<file path="src/rtl/i2c_tgt_pkg.sv">
package i2c_tgt_pkg;

  localparam int RES_W  = 16;
  localparam int BYTE_W = 8;

  typedef enum logic [2:0] {
    ST_IDLE,
    ST_ADDR,
    ST_ACK,
    ST_WDATA,
    ST_TX,
    ST_RACK,
    ST_IGNORE
  } tgt_state_e;

  typedef struct packed {
    logic       single;
    logic [1:0] rate;
    logic [1:0] gain;
  } cfg_t;

  localparam logic [4:0] HS_CODE_TOP = 5'b00001;
  localparam cfg_t       CFG_RESET   = '{single: 1'b0, rate: 2'b11, gain: 2'b00};

endpackage

</file>
<file path="src/rtl/i2c_tgt_sync.sv">
module i2c_tgt_sync #(
  parameter int   STAGES = 2,
  parameter logic INIT   = 1'b1
) (
  input  logic clk,
  input  logic rst,
  input  logic d,
  output logic q
);
  logic [STAGES-1:0] chain;

  generate
    if (STAGES == 1) begin : g_one
      always_ff @(posedge clk) begin
        if (rst) chain <= INIT;
        else     chain <= d;
      end
    end else begin : g_many
      always_ff @(posedge clk) begin
        if (rst) chain <= {STAGES{INIT}};
        else     chain <= {chain[STAGES-2:0], d};
      end
    end
  endgenerate

  assign q = chain[STAGES-1];
endmodule

</file>
<file path="src/rtl/i2c_tgt_cond.sv">
module i2c_tgt_cond (
  input  logic clk,
  input  logic rst,
  input  logic scl_s,
  input  logic sda_s,
  output logic scl_rise,
  output logic scl_fall,
  output logic bus_start,
  output logic bus_stop
);
  logic scl_d, sda_d;

  always_ff @(posedge clk) begin
    if (rst) begin
      scl_d <= 1'b1;
      sda_d <= 1'b1;
    end else begin
      scl_d <= scl_s;
      sda_d <= sda_s;
    end
  end

  assign scl_rise  = scl_s & ~scl_d;
  assign scl_fall  = ~scl_s & scl_d;
  assign bus_start = scl_s & scl_d & sda_d & ~sda_s;
  assign bus_stop  = scl_s & scl_d & ~sda_d & sda_s;
endmodule

</file>
<file path="src/rtl/i2c_tgt_cfg.sv">
module i2c_tgt_cfg
  import i2c_tgt_pkg::*;
(
  input  logic              clk,
  input  logic              rst,
  input  logic              wr_en,
  input  logic [BYTE_W-1:0] wr_byte,
  output cfg_t              cfg_q,
  output logic              start_req
);
  logic unused_rsv;
  assign unused_rsv = ^wr_byte[6:5];

  always_ff @(posedge clk) begin
    if (rst) begin
      cfg_q     <= CFG_RESET;
      start_req <= 1'b0;
    end else begin
      start_req <= wr_en & wr_byte[7] & wr_byte[4];
      if (wr_en) cfg_q <= '{single: wr_byte[4], rate: wr_byte[3:2], gain: wr_byte[1:0]};
    end
  end

  AST_START_SINGLE: assert property (@(posedge clk) disable iff (rst)
    start_req |-> cfg_q.single);
  AST_START_PULSE: assert property (@(posedge clk) disable iff (rst)
    start_req |=> !start_req);
endmodule

</file>
<file path="src/rtl/i2c_tgt_proto.sv">
module i2c_tgt_proto
  import i2c_tgt_pkg::*;
#(
  parameter logic [6:0] DEV_ADDR = 7'h48
) (
  input  logic              clk,
  input  logic              rst,
  input  logic              scl_rise,
  input  logic              scl_fall,
  input  logic              bus_start,
  input  logic              bus_stop,
  input  logic              sda_s,
  input  logic [RES_W-1:0]  result_i,
  input  logic [BYTE_W-1:0] cfg_byte,
  output logic              sda_oe_n,
  output logic              hs_mode,
  output logic              wr_en,
  output logic [BYTE_W-1:0] wr_byte
);
  localparam int CNT_W = $clog2(BYTE_W + 1);
  localparam logic [CNT_W-1:0] FULL = CNT_W'(BYTE_W);
  localparam logic [CNT_W-1:0] LAST = CNT_W'(BYTE_W - 1);

  tgt_state_e        state;
  logic [CNT_W-1:0]  bit_cnt;
  logic [BYTE_W-1:0] shreg;
  logic [RES_W-1:0]  snap;
  logic [1:0]        byte_idx;
  logic              rw, m_ack, got_data;
  logic [BYTE_W-1:0] next_tx;

  assign next_tx = (byte_idx == 2'd1) ? snap[BYTE_W-1:0] : cfg_byte;

  always_ff @(posedge clk) begin
    if (rst) begin
      state    <= ST_IDLE;
      bit_cnt  <= '0;
      shreg    <= '0;
      snap     <= '0;
      byte_idx <= '0;
      rw       <= 1'b0;
      m_ack    <= 1'b0;
      got_data <= 1'b0;
      sda_oe_n <= 1'b1;
      hs_mode  <= 1'b0;
      wr_en    <= 1'b0;
      wr_byte  <= '0;
    end else begin
      wr_en <= 1'b0;
      if (bus_stop) begin
        state    <= ST_IDLE;
        bit_cnt  <= '0;
        sda_oe_n <= 1'b1;
        hs_mode  <= 1'b0;
      end else if (bus_start) begin
        state    <= ST_ADDR;
        bit_cnt  <= '0;
        sda_oe_n <= 1'b1;
        got_data <= 1'b0;
      end else begin
        case (state)
          ST_ADDR, ST_WDATA: begin
            if (scl_rise && bit_cnt != FULL) begin
              shreg   <= {shreg[BYTE_W-2:0], sda_s};
              bit_cnt <= bit_cnt + 1'b1;
            end else if (scl_fall && bit_cnt == FULL) begin
              bit_cnt <= '0;
              if (state == ST_ADDR) begin
                if (shreg[7:3] == HS_CODE_TOP) begin
                  hs_mode <= 1'b1;
                  state   <= ST_IGNORE;
                end else if (shreg[7:1] == DEV_ADDR) begin
                  sda_oe_n <= 1'b0;
                  rw       <= shreg[0];
                  state    <= ST_ACK;
                end else begin
                  state <= ST_IGNORE;
                end
              end else if (!got_data) begin
                sda_oe_n <= 1'b0;
                wr_en    <= 1'b1;
                wr_byte  <= shreg;
                got_data <= 1'b1;
                state    <= ST_ACK;
              end else begin
                state <= ST_IGNORE;
              end
            end
          end
          ST_ACK: begin
            if (scl_fall) begin
              if (rw) begin
                snap     <= result_i;
                byte_idx <= 2'd1;
                shreg    <= result_i[RES_W-1:BYTE_W];
                sda_oe_n <= result_i[RES_W-1];
                bit_cnt  <= '0;
                state    <= ST_TX;
              end else begin
                sda_oe_n <= 1'b1;
                state    <= ST_WDATA;
              end
            end
          end
          ST_TX: begin
            if (scl_fall) begin
              if (bit_cnt == LAST) begin
                sda_oe_n <= 1'b1;
                state    <= ST_RACK;
              end else begin
                shreg    <= {shreg[BYTE_W-2:0], 1'b0};
                sda_oe_n <= shreg[BYTE_W-2];
                bit_cnt  <= bit_cnt + 1'b1;
              end
            end
          end
          ST_RACK: begin
            if (scl_rise) begin
              m_ack <= ~sda_s;
            end else if (scl_fall) begin
              if (m_ack) begin
                shreg    <= next_tx;
                sda_oe_n <= next_tx[BYTE_W-1];
                bit_cnt  <= '0;
                byte_idx <= 2'd2;
                state    <= ST_TX;
              end else begin
                state <= ST_IGNORE;
              end
            end
          end
          default: ;
        endcase
      end
    end
  end

  AST_HS_STOP_CLR: assert property (@(posedge clk) disable iff (rst)
    bus_stop |=> !hs_mode);
  AST_HS_STICKY: assert property (@(posedge clk) disable iff (rst)
    hs_mode && !bus_stop |=> hs_mode);
  AST_HS_NO_ACK: assert property (@(posedge clk) disable iff (rst)
    $rose(hs_mode) |-> sda_oe_n);
  AST_START_RESYNC: assert property (@(posedge clk) disable iff (rst)
    bus_start |=> (state == ST_ADDR && bit_cnt == '0 && sda_oe_n));
  AST_STOP_RELEASE: assert property (@(posedge clk) disable iff (rst)
    bus_stop |=> (state == ST_IDLE && sda_oe_n));
  AST_WR_ACKED: assert property (@(posedge clk) disable iff (rst)
    wr_en |-> !sda_oe_n);
  AST_DRIVE_ON_LOW: assert property (@(posedge clk) disable iff (rst)
    !$stable(sda_oe_n) |-> $past(scl_fall || bus_start || bus_stop));
endmodule

</file>
<file path="src/rtl/i2c_hs_target.sv">
module i2c_hs_target
  import i2c_tgt_pkg::*;
#(
  parameter logic [6:0] DEV_ADDR    = 7'h48,
  parameter int         SYNC_STAGES = 2
) (
  input  logic        clk,
  input  logic        rst,
  input  logic        scl_i,
  input  logic        sda_i,
  output logic        sda_oe_n,
  input  logic [15:0] result_i,
  input  logic        busy_i,
  output logic        hs_mode,
  output logic        conv_single,
  output logic [1:0]  conv_rate,
  output logic [1:0]  conv_gain,
  output logic        conv_start
);
  logic scl_s, sda_s, scl_rise, scl_fall, bus_start, bus_stop;
  logic wr_en;
  logic [BYTE_W-1:0] wr_byte, cfg_byte;
  cfg_t cfg_q;

  i2c_tgt_sync #(.STAGES(SYNC_STAGES), .INIT(1'b1)) u_sync_scl (
    .clk(clk), .rst(rst), .d(scl_i), .q(scl_s));
  i2c_tgt_sync #(.STAGES(SYNC_STAGES), .INIT(1'b1)) u_sync_sda (
    .clk(clk), .rst(rst), .d(sda_i), .q(sda_s));

  i2c_tgt_cond u_cond (
    .clk(clk), .rst(rst), .scl_s(scl_s), .sda_s(sda_s),
    .scl_rise(scl_rise), .scl_fall(scl_fall),
    .bus_start(bus_start), .bus_stop(bus_stop));

  assign cfg_byte = {(cfg_q.single ? busy_i : 1'b1), 2'b00,
                     cfg_q.single, cfg_q.rate, cfg_q.gain};

  i2c_tgt_proto #(.DEV_ADDR(DEV_ADDR)) u_proto (
    .clk(clk), .rst(rst), .scl_rise(scl_rise), .scl_fall(scl_fall),
    .bus_start(bus_start), .bus_stop(bus_stop), .sda_s(sda_s),
    .result_i(result_i), .cfg_byte(cfg_byte),
    .sda_oe_n(sda_oe_n), .hs_mode(hs_mode),
    .wr_en(wr_en), .wr_byte(wr_byte));

  i2c_tgt_cfg u_cfg (
    .clk(clk), .rst(rst), .wr_en(wr_en), .wr_byte(wr_byte),
    .cfg_q(cfg_q), .start_req(conv_start));

  assign conv_single = cfg_q.single;
  assign conv_rate   = cfg_q.rate;
  assign conv_gain   = cfg_q.gain;
endmodule

</file>
<file path="config.mk">
export PLATFORM = sky130hd
export DESIGN_NAME = i2c_hs_target
export DESIGN_NICKNAME = d
export VERILOG_FILES = /design/src/rtl/i2c_tgt_pkg.sv /design/src/rtl/i2c_tgt_sync.sv /design/src/rtl/i2c_tgt_cond.sv /design/src/rtl/i2c_tgt_cfg.sv /design/src/rtl/i2c_tgt_proto.sv /design/src/rtl/i2c_hs_target.sv
export SDC_FILE = /design/constraint.sdc
export NUM_CORES = 1
export LEC_CHECK = 0
export ABC_AREA = 1
export BUFFER_PORTS_ARGS = -buffer_cell sky130_fd_sc_hd__buf_2
export CAP_MARGIN = 20
export CORE_UTILIZATION = 60
export CTS_CLUSTER_DIAMETER = 150
export DETAILED_ROUTE_END_ITERATION = 6
export GPL_ROUTABILITY_DRIVEN = 1
export PLACE_DENSITY = 0.82
export SLEW_MARGIN = 20
export SYNTH_ARGS = -nofsm -noshare
export SYNTH_HDL_FRONTEND = slang
export SYNTH_HIERARCHICAL = 1
export SYNTH_SLANG_ARGS = --single-unit
</file>
<file path="constraint.sdc">
create_clock -name clk -period 4.4 [get_ports clk]
set_input_delay 0.44 -clock clk [delete_from_list [all_inputs] [get_ports clk]]
set_output_delay 0.44 -clock clk [all_outputs]
set_load 0.03 [all_outputs]
</file>
==> flow_summary.yaml, run 1 <==
min_path:
  min_path_type: "primary input to register"
grt:
  grt_pass1_wl_microns: 9900
  grt.total_usage: 0.290
  grt_max_degree: 20
  grt_overflow: 0
  grt_pass1_vias: 2185
  antenna_found_initial: 0
die:
  die_y_microns: 67.2
  start_util: 0.634
  rows: 23
  num_io_pins: 29
  core_sq_um: 4030
  die_x_microns: 67.2
  die-area_sq_um: 4520
setup_path:
  worst_r2r_path_depth: 6
  critPathCaptureType: "register"
  reg2reg_to: "u_proto/snap[5]$_SDFFE_PP0P_"
  cp-startpoint: "u_proto/state[2]$_SDFFE_PP0P_"
  start_kind: "register"
  r2r_slack_ns: 2.39
  critPathArrivalTime_ns: 2.19
  critPathMaxFanout: 17
  crit_end: "u_proto/snap[5]$_SDFFE_PP0P_"
  critical_path_class: "register to register"
  required_ns: 4.58
  r2r-start: "u_proto/state[2]$_SDFFE_PP0P_"
finish:
  final_common_cell: "nand2_1"
  synthToLayoutAreaGrowth_pct: 10.8
  final_cells: 478
  diodes: 0
  final_util: 0.702
  layout_common_cells: "nand2_1 (111), nor2_1 (58), inv_1 (50), dfxtp_1 (49), buf_2 (28)"
  fillers: 371
  drive_above_1_share: 0.138
  fin_nets: 450
drt:
  ant_nets: 0
  drt-pass1-iter-count: 5
  via_per_inst: 5.31
  drc: 0
  routedWlPerCell_microns: 12.6
  wirelength_microns: 6000
  vias: 2539
  drt-initial-drc-count: 166
clock_tree:
  clock-sinks: 49
  htree_levels: 2
  cts-resized-gates: 0
  insertion_delay_ns: 0.30
  cts.path.max_buffers: 2
  clk_root_buffer_cell: "clkbuf_8"
  cts.clk_slew.worst_paths_ns: 0.09
  cts_setup_buffers: 0
  tritoncts: "done"
  cts-hold-fix-buffers: 0
  cts_buffers: 5
sta:
  period_share: 0.458
  worst_pin_slew_ns: 0.550
  fmax_mhz: 497
  setup_ws_ns: 2.39
  fin_worst_skew_ns: 0.00763
  fin_crit_ns: 2.01
  max_slew_margin: 0.632
  final.setup.tns_ns: 0
  report.final.slew_viol_count: 0
  hold_violations: 0
  finalSetupViolCount: 0
  hold_ws_ns: 0.304
  grt_setup_unrepaired: "false"
place:
  dp_cells: 470
  post-place-ws_ns: 2.41
  dp_hpwl_microns: 4570
  io_buffers: 28
  gp_congestion: 0.898
pwr:
  power.density_nw_per_um2: 513
  vdd_drop_max_mv: 0.259
  p_leak_nw: 1.38
outcome:
  status: "completed"
synthesis:
  yosysWarnings: 6
  syn_avg_cell_area_sq_um: 6.41
  syn_inst: 398
  syn_area_sq_um: 2550
flow_run:
  maxCapViolations: 0
[where the power goes]
group	internal (mW)	switching (mW)	total [mW]
clock	0.170	0.155	0.325
combinational	0.180	0.391	0.571
sequential	0.494	0.0611	0.555
[state kept, by name, summed over array words and instances (netlist names), 2 cells and up]
register          flops
u_cfg/cfg_q           5
u_proto/bit_cnt       4
u_proto/byte_idx      2
u_proto/shreg         8
u_proto/snap          8
u_proto/state         3
u_proto/wr_byte       6
u_sync_scl/chain      2
u_sync_sda/chain      2
[worst min-delay path by stage]
stage,from,endpoint,depth (start not counted)
after floorplan,u_sync_scl/chain[0]$_SDFF_PP1_,u_sync_scl/chain[1]$_SDFF_PP1_,2
after detailed placement,u_sync_scl/chain[0]$_SDFF_PP1_,u_sync_scl/chain[1]$_SDFF_PP1_,2
after CTS,scl_i,u_sync_scl/chain[0]$_SDFF_PP1_,3
after global routing,scl_i,u_sync_scl/chain[0]$_SDFF_PP1_,3
after global placement,u_sync_sda/chain[0]$_SDFF_PP1_,u_sync_sda/chain[1]$_SDFF_PP1_,2
final,sda_i,u_sync_sda/chain[0]$_SDFF_PP1_,3
[critical path: stages, from the launching register on]
cell and delay, ns:
dfxtp_1 0.40, nor2_1 0.16, nand2_2 0.11, inv_1 0.28, nand4_1 0.51, o21ai_0 0.35
a21oi_1 0.07
[stage by stage]
step | power [mW] | cell area [sq um]
2_1_floorplan | 1.01 | 2560
3_3_place_gp | 1.11 | 2720
3_5_place_dp | 1.12 | 2720
4_1_cts | 1.45 | 2830
5_1_grt | 1.57 | 2830
6_report | 1.45 | 2830
[area by class of cell]
class,instances,area (sq um),area share
Clock buffer,5,68.8,0.0243
Clock inverter,3,43.8,0.0155
Inverter,55,206,0.0730
Multi-Input combinational cell,288,1330,0.469
Sequential cell,49,981,0.347
Tap cell,50,62.6,0.0221
Timing Repair Buffer,28,140,0.0496
[routing by layer]
layer | wire length [microns] | global-route usage | vias up
met2 | 2750 | 0.466 | 47
li1 | - | - | 1310
met1 | 2950 | 0.401 | 1178
met3 | 262 | 0.0541 | 4
met4 | 44 | 0.0665 | 0
met5 | 0 | 0 | -
No activity file was read; power rests on OpenSTA's default activity.
==> inputs of run 2 (changes only) <==
--- a/config.mk
+++ b/config.mk
@@ -5,14 +5,14 @@
 export SDC_FILE = /design/constraint.sdc
 export NUM_CORES = 1
 export LEC_CHECK = 0
-export ABC_AREA = 1
+export ABC_AREA = 0
 export BUFFER_PORTS_ARGS = -buffer_cell sky130_fd_sc_hd__buf_2
 export CAP_MARGIN = 20
-export CORE_UTILIZATION = 60
+export CORE_UTILIZATION = 52
 export CTS_CLUSTER_DIAMETER = 150
 export DETAILED_ROUTE_END_ITERATION = 6
 export GPL_ROUTABILITY_DRIVEN = 1
-export PLACE_DENSITY = 0.82
+export PLACE_DENSITY = 0.76
 export SLEW_MARGIN = 20
 export SYNTH_ARGS = -nofsm -noshare
 export SYNTH_HDL_FRONTEND = slang
==> constraint.sdc (replaced) <==
create_clock -name clk -period 1.85 [get_ports clk]
set_input_delay 0.185 -clock clk [delete_from_list [all_inputs] [get_ports clk]]
set_output_delay 0.185 -clock clk [all_outputs]
set_load 0.03 [all_outputs]
==> flow_summary.yaml, run 2 <==
outcome:
  status: "complete, but fails checks"
  violations: "negative setup slack"
synthesis:
  syn_inst: 281
  syn_area_sq_um: 2530
  syn_avg_cell_area_sq_um: 9.01
  yosysWarnings: 6
pwr:
  vdd_drop_max_mv: 0.650
  p_leak_nw: 1.26
  p_total_mw: 2.00
  power.density_nw_per_um2: 631
clock_tree:
  cts-hold-fix-buffers: 0
  cts.path.max_buffers: 2
  cts_buffers: 5
  tritoncts: "done"
  clk_root_buffer_cell: "clkbuf_8"
  insertion_delay_ns: 0.30
  htree_levels: 2
  cts.clk_slew.worst_paths_ns: 0.09
  clock-sinks: 49
setup_path:
  r2r_slack_ns: -0.003
  start_kind: "register"
  reg2reg_to: "u_proto/shreg[2]$_SDFFE_PP0P_"
  critPathCaptureType: "register"
  worst_r2r_path_depth: 9
  critPathArrivalTime_ns: 2.04
  r2r-start: "u_sync_scl/chain[1]$_SDFF_PP1_"
  cp-startpoint: "u_sync_scl/chain[1]$_SDFF_PP1_"
  required_ns: 2.03
  crit_end: "u_proto/shreg[2]$_SDFFE_PP0P_"
  critPathMaxFanout: 7
  critical_path_class: "register to register"
min_path:
  worstHoldStart: "sda_i"
  min_path_type: "primary input to register"
flow_run:
  maxCapViolations: 0
place:
  gp_congestion: 0.916
  post-place-ws_ns: -0.0943
  io_buffers: 28
  dp_hpwl_microns: 4480
drt:
  via_per_inst: 5.89
  wirelength_microns: 6390
  vias: 2293
  drt-initial-drc-count: 191
  drc: 0
  drt-pass1-iter-count: 6
  ant_nets: 0
  routedWlPerCell_microns: 16.4
die:
  start_util: 0.540
  num_io_pins: 29
  die-area_sq_um: 5150
  die_x_microns: 71.8
  rows: 25
  core_sq_um: 4690
  die_y_microns: 71.8
sta:
  fin_worst_skew_ns: 0.00413
  fin_crit_ns: 1.85
  report.final.slew_viol_count: 0
  period_share: 1.00
  finalSetupViolCount: 1
  worst_pin_slew_ns: 0.577
  hold_violations: 0
  fmax_mhz: 540
  setup_ws_ns: -0.00320
  grt_setup_unrepaired: "true"
  max_slew_margin: 0.610
  final.setup.tns_ns: -0.00320
grt:
  grt_pass1_vias: 2127
  grt_max_degree: 35
  grt_pass1_wl_microns: 10100
  grt_overflow: 0
  grt.total_usage: 0.251
  antenna_found_initial: 0
finish:
  synthToLayoutAreaGrowth_pct: 25.0
  multiInputGateArea_sq_um: 1520
  fillers: 376
  drive_above_1_share: 0.349
  diodes: 0
  final_util: 0.675
  fin_nets: 357
  largestRegisters: "u_proto/shreg: 8 flops, u_proto/snap: 8 flops, u_proto/wr_byte: 6 flops"
  final_common_cell: "dfxtp_1"
  layout_common_cells: "dfxtp_1 (41), nor2_1 (31), buf_4 (29), buf_2 (28), mux2i_1 (23)"
  regArea_sq_um: 991
[run 2: worst max-delay path, cell delays in order, from the launching register on]
cell,delay [ns]
dfxtp_2,0.35
and4b_2,0.28
nor3b_2,0.22
a22o_1,0.18
nand4_1,0.15
buf_12,0.19
buf_8,0.13
buf_6,0.12
nand2_4,0.06
a21oi_2,0.05
[run 2: stage by stage]
| stage | hold WS (ns) | area [sq um] | std cells |
|---|---|---|---|
| after detailed placement | 0.369 | 2860 | 374 |
| after global placement | 0.363 | 2860 | 374 |
| final | 0.0587 | 3170 | 389 |
| after CTS | 0.0552 | 3000 | 383 |
| after global routing | 0.0596 | 3170 | 389 |
| after floorplan | 0.247 | 2540 | 282 |
[run 2: worst min-delay path by stage]
stage	endpoint	slack [ns]	depth (start not counted)
global route	u_sync_scl/chain[0]$_SDFF_PP1_	0.06	2
floorplan	u_cfg/cfg_q[4]$_SDFFE_PP0P_	0.25	1
finish	u_sync_sda/chain[0]$_SDFF_PP1_	0.06	2
CTS	u_sync_sda/chain[0]$_SDFF_PP1_	0.06	2
global placement	u_sync_scl/chain[0]$_SDFF_PP1_	0.36	2
detailed placement	u_sync_sda/chain[0]$_SDFF_PP1_	0.37	2
[run 2: layer usage]
layer,GRT usage,share of wire
met5,0,0
met4,0.0741,0.015
met3,0.0436,0.046
met2,0.411,0.49
met1,0.339,0.45
[run 2: area by class of cell]
class                   instances  area share
well taps                      54      0.0213
multi-input cells             206       0.479
clock inverters                 3      0.0138
inverters                       8     0.00948
flip-flops and latches         49       0.313
repair buffers                 64       0.142
clock buffers                   5      0.0217
[run 2: timing repair]
action	4_1_cts	5_1_grt
pin swaps	0	13
gates resized for setup	3	39
endpoints found under the setup margin	13	19
buffers inserted	1	6
[run 2: report_power, final]
part | leakage (nW) | internal (mW) | switching (mW) | total, mW
Combinational | 0.807 | 0.0730 | 0.0758 | 0.149
Sequential | 0.397 | 1.06 | 0.00907 | 1.07
Clock | 0.0585 | 0.406 | 0.371 | 0.776
Total | 1.26 | 1.54 | 0.455 | 2.00
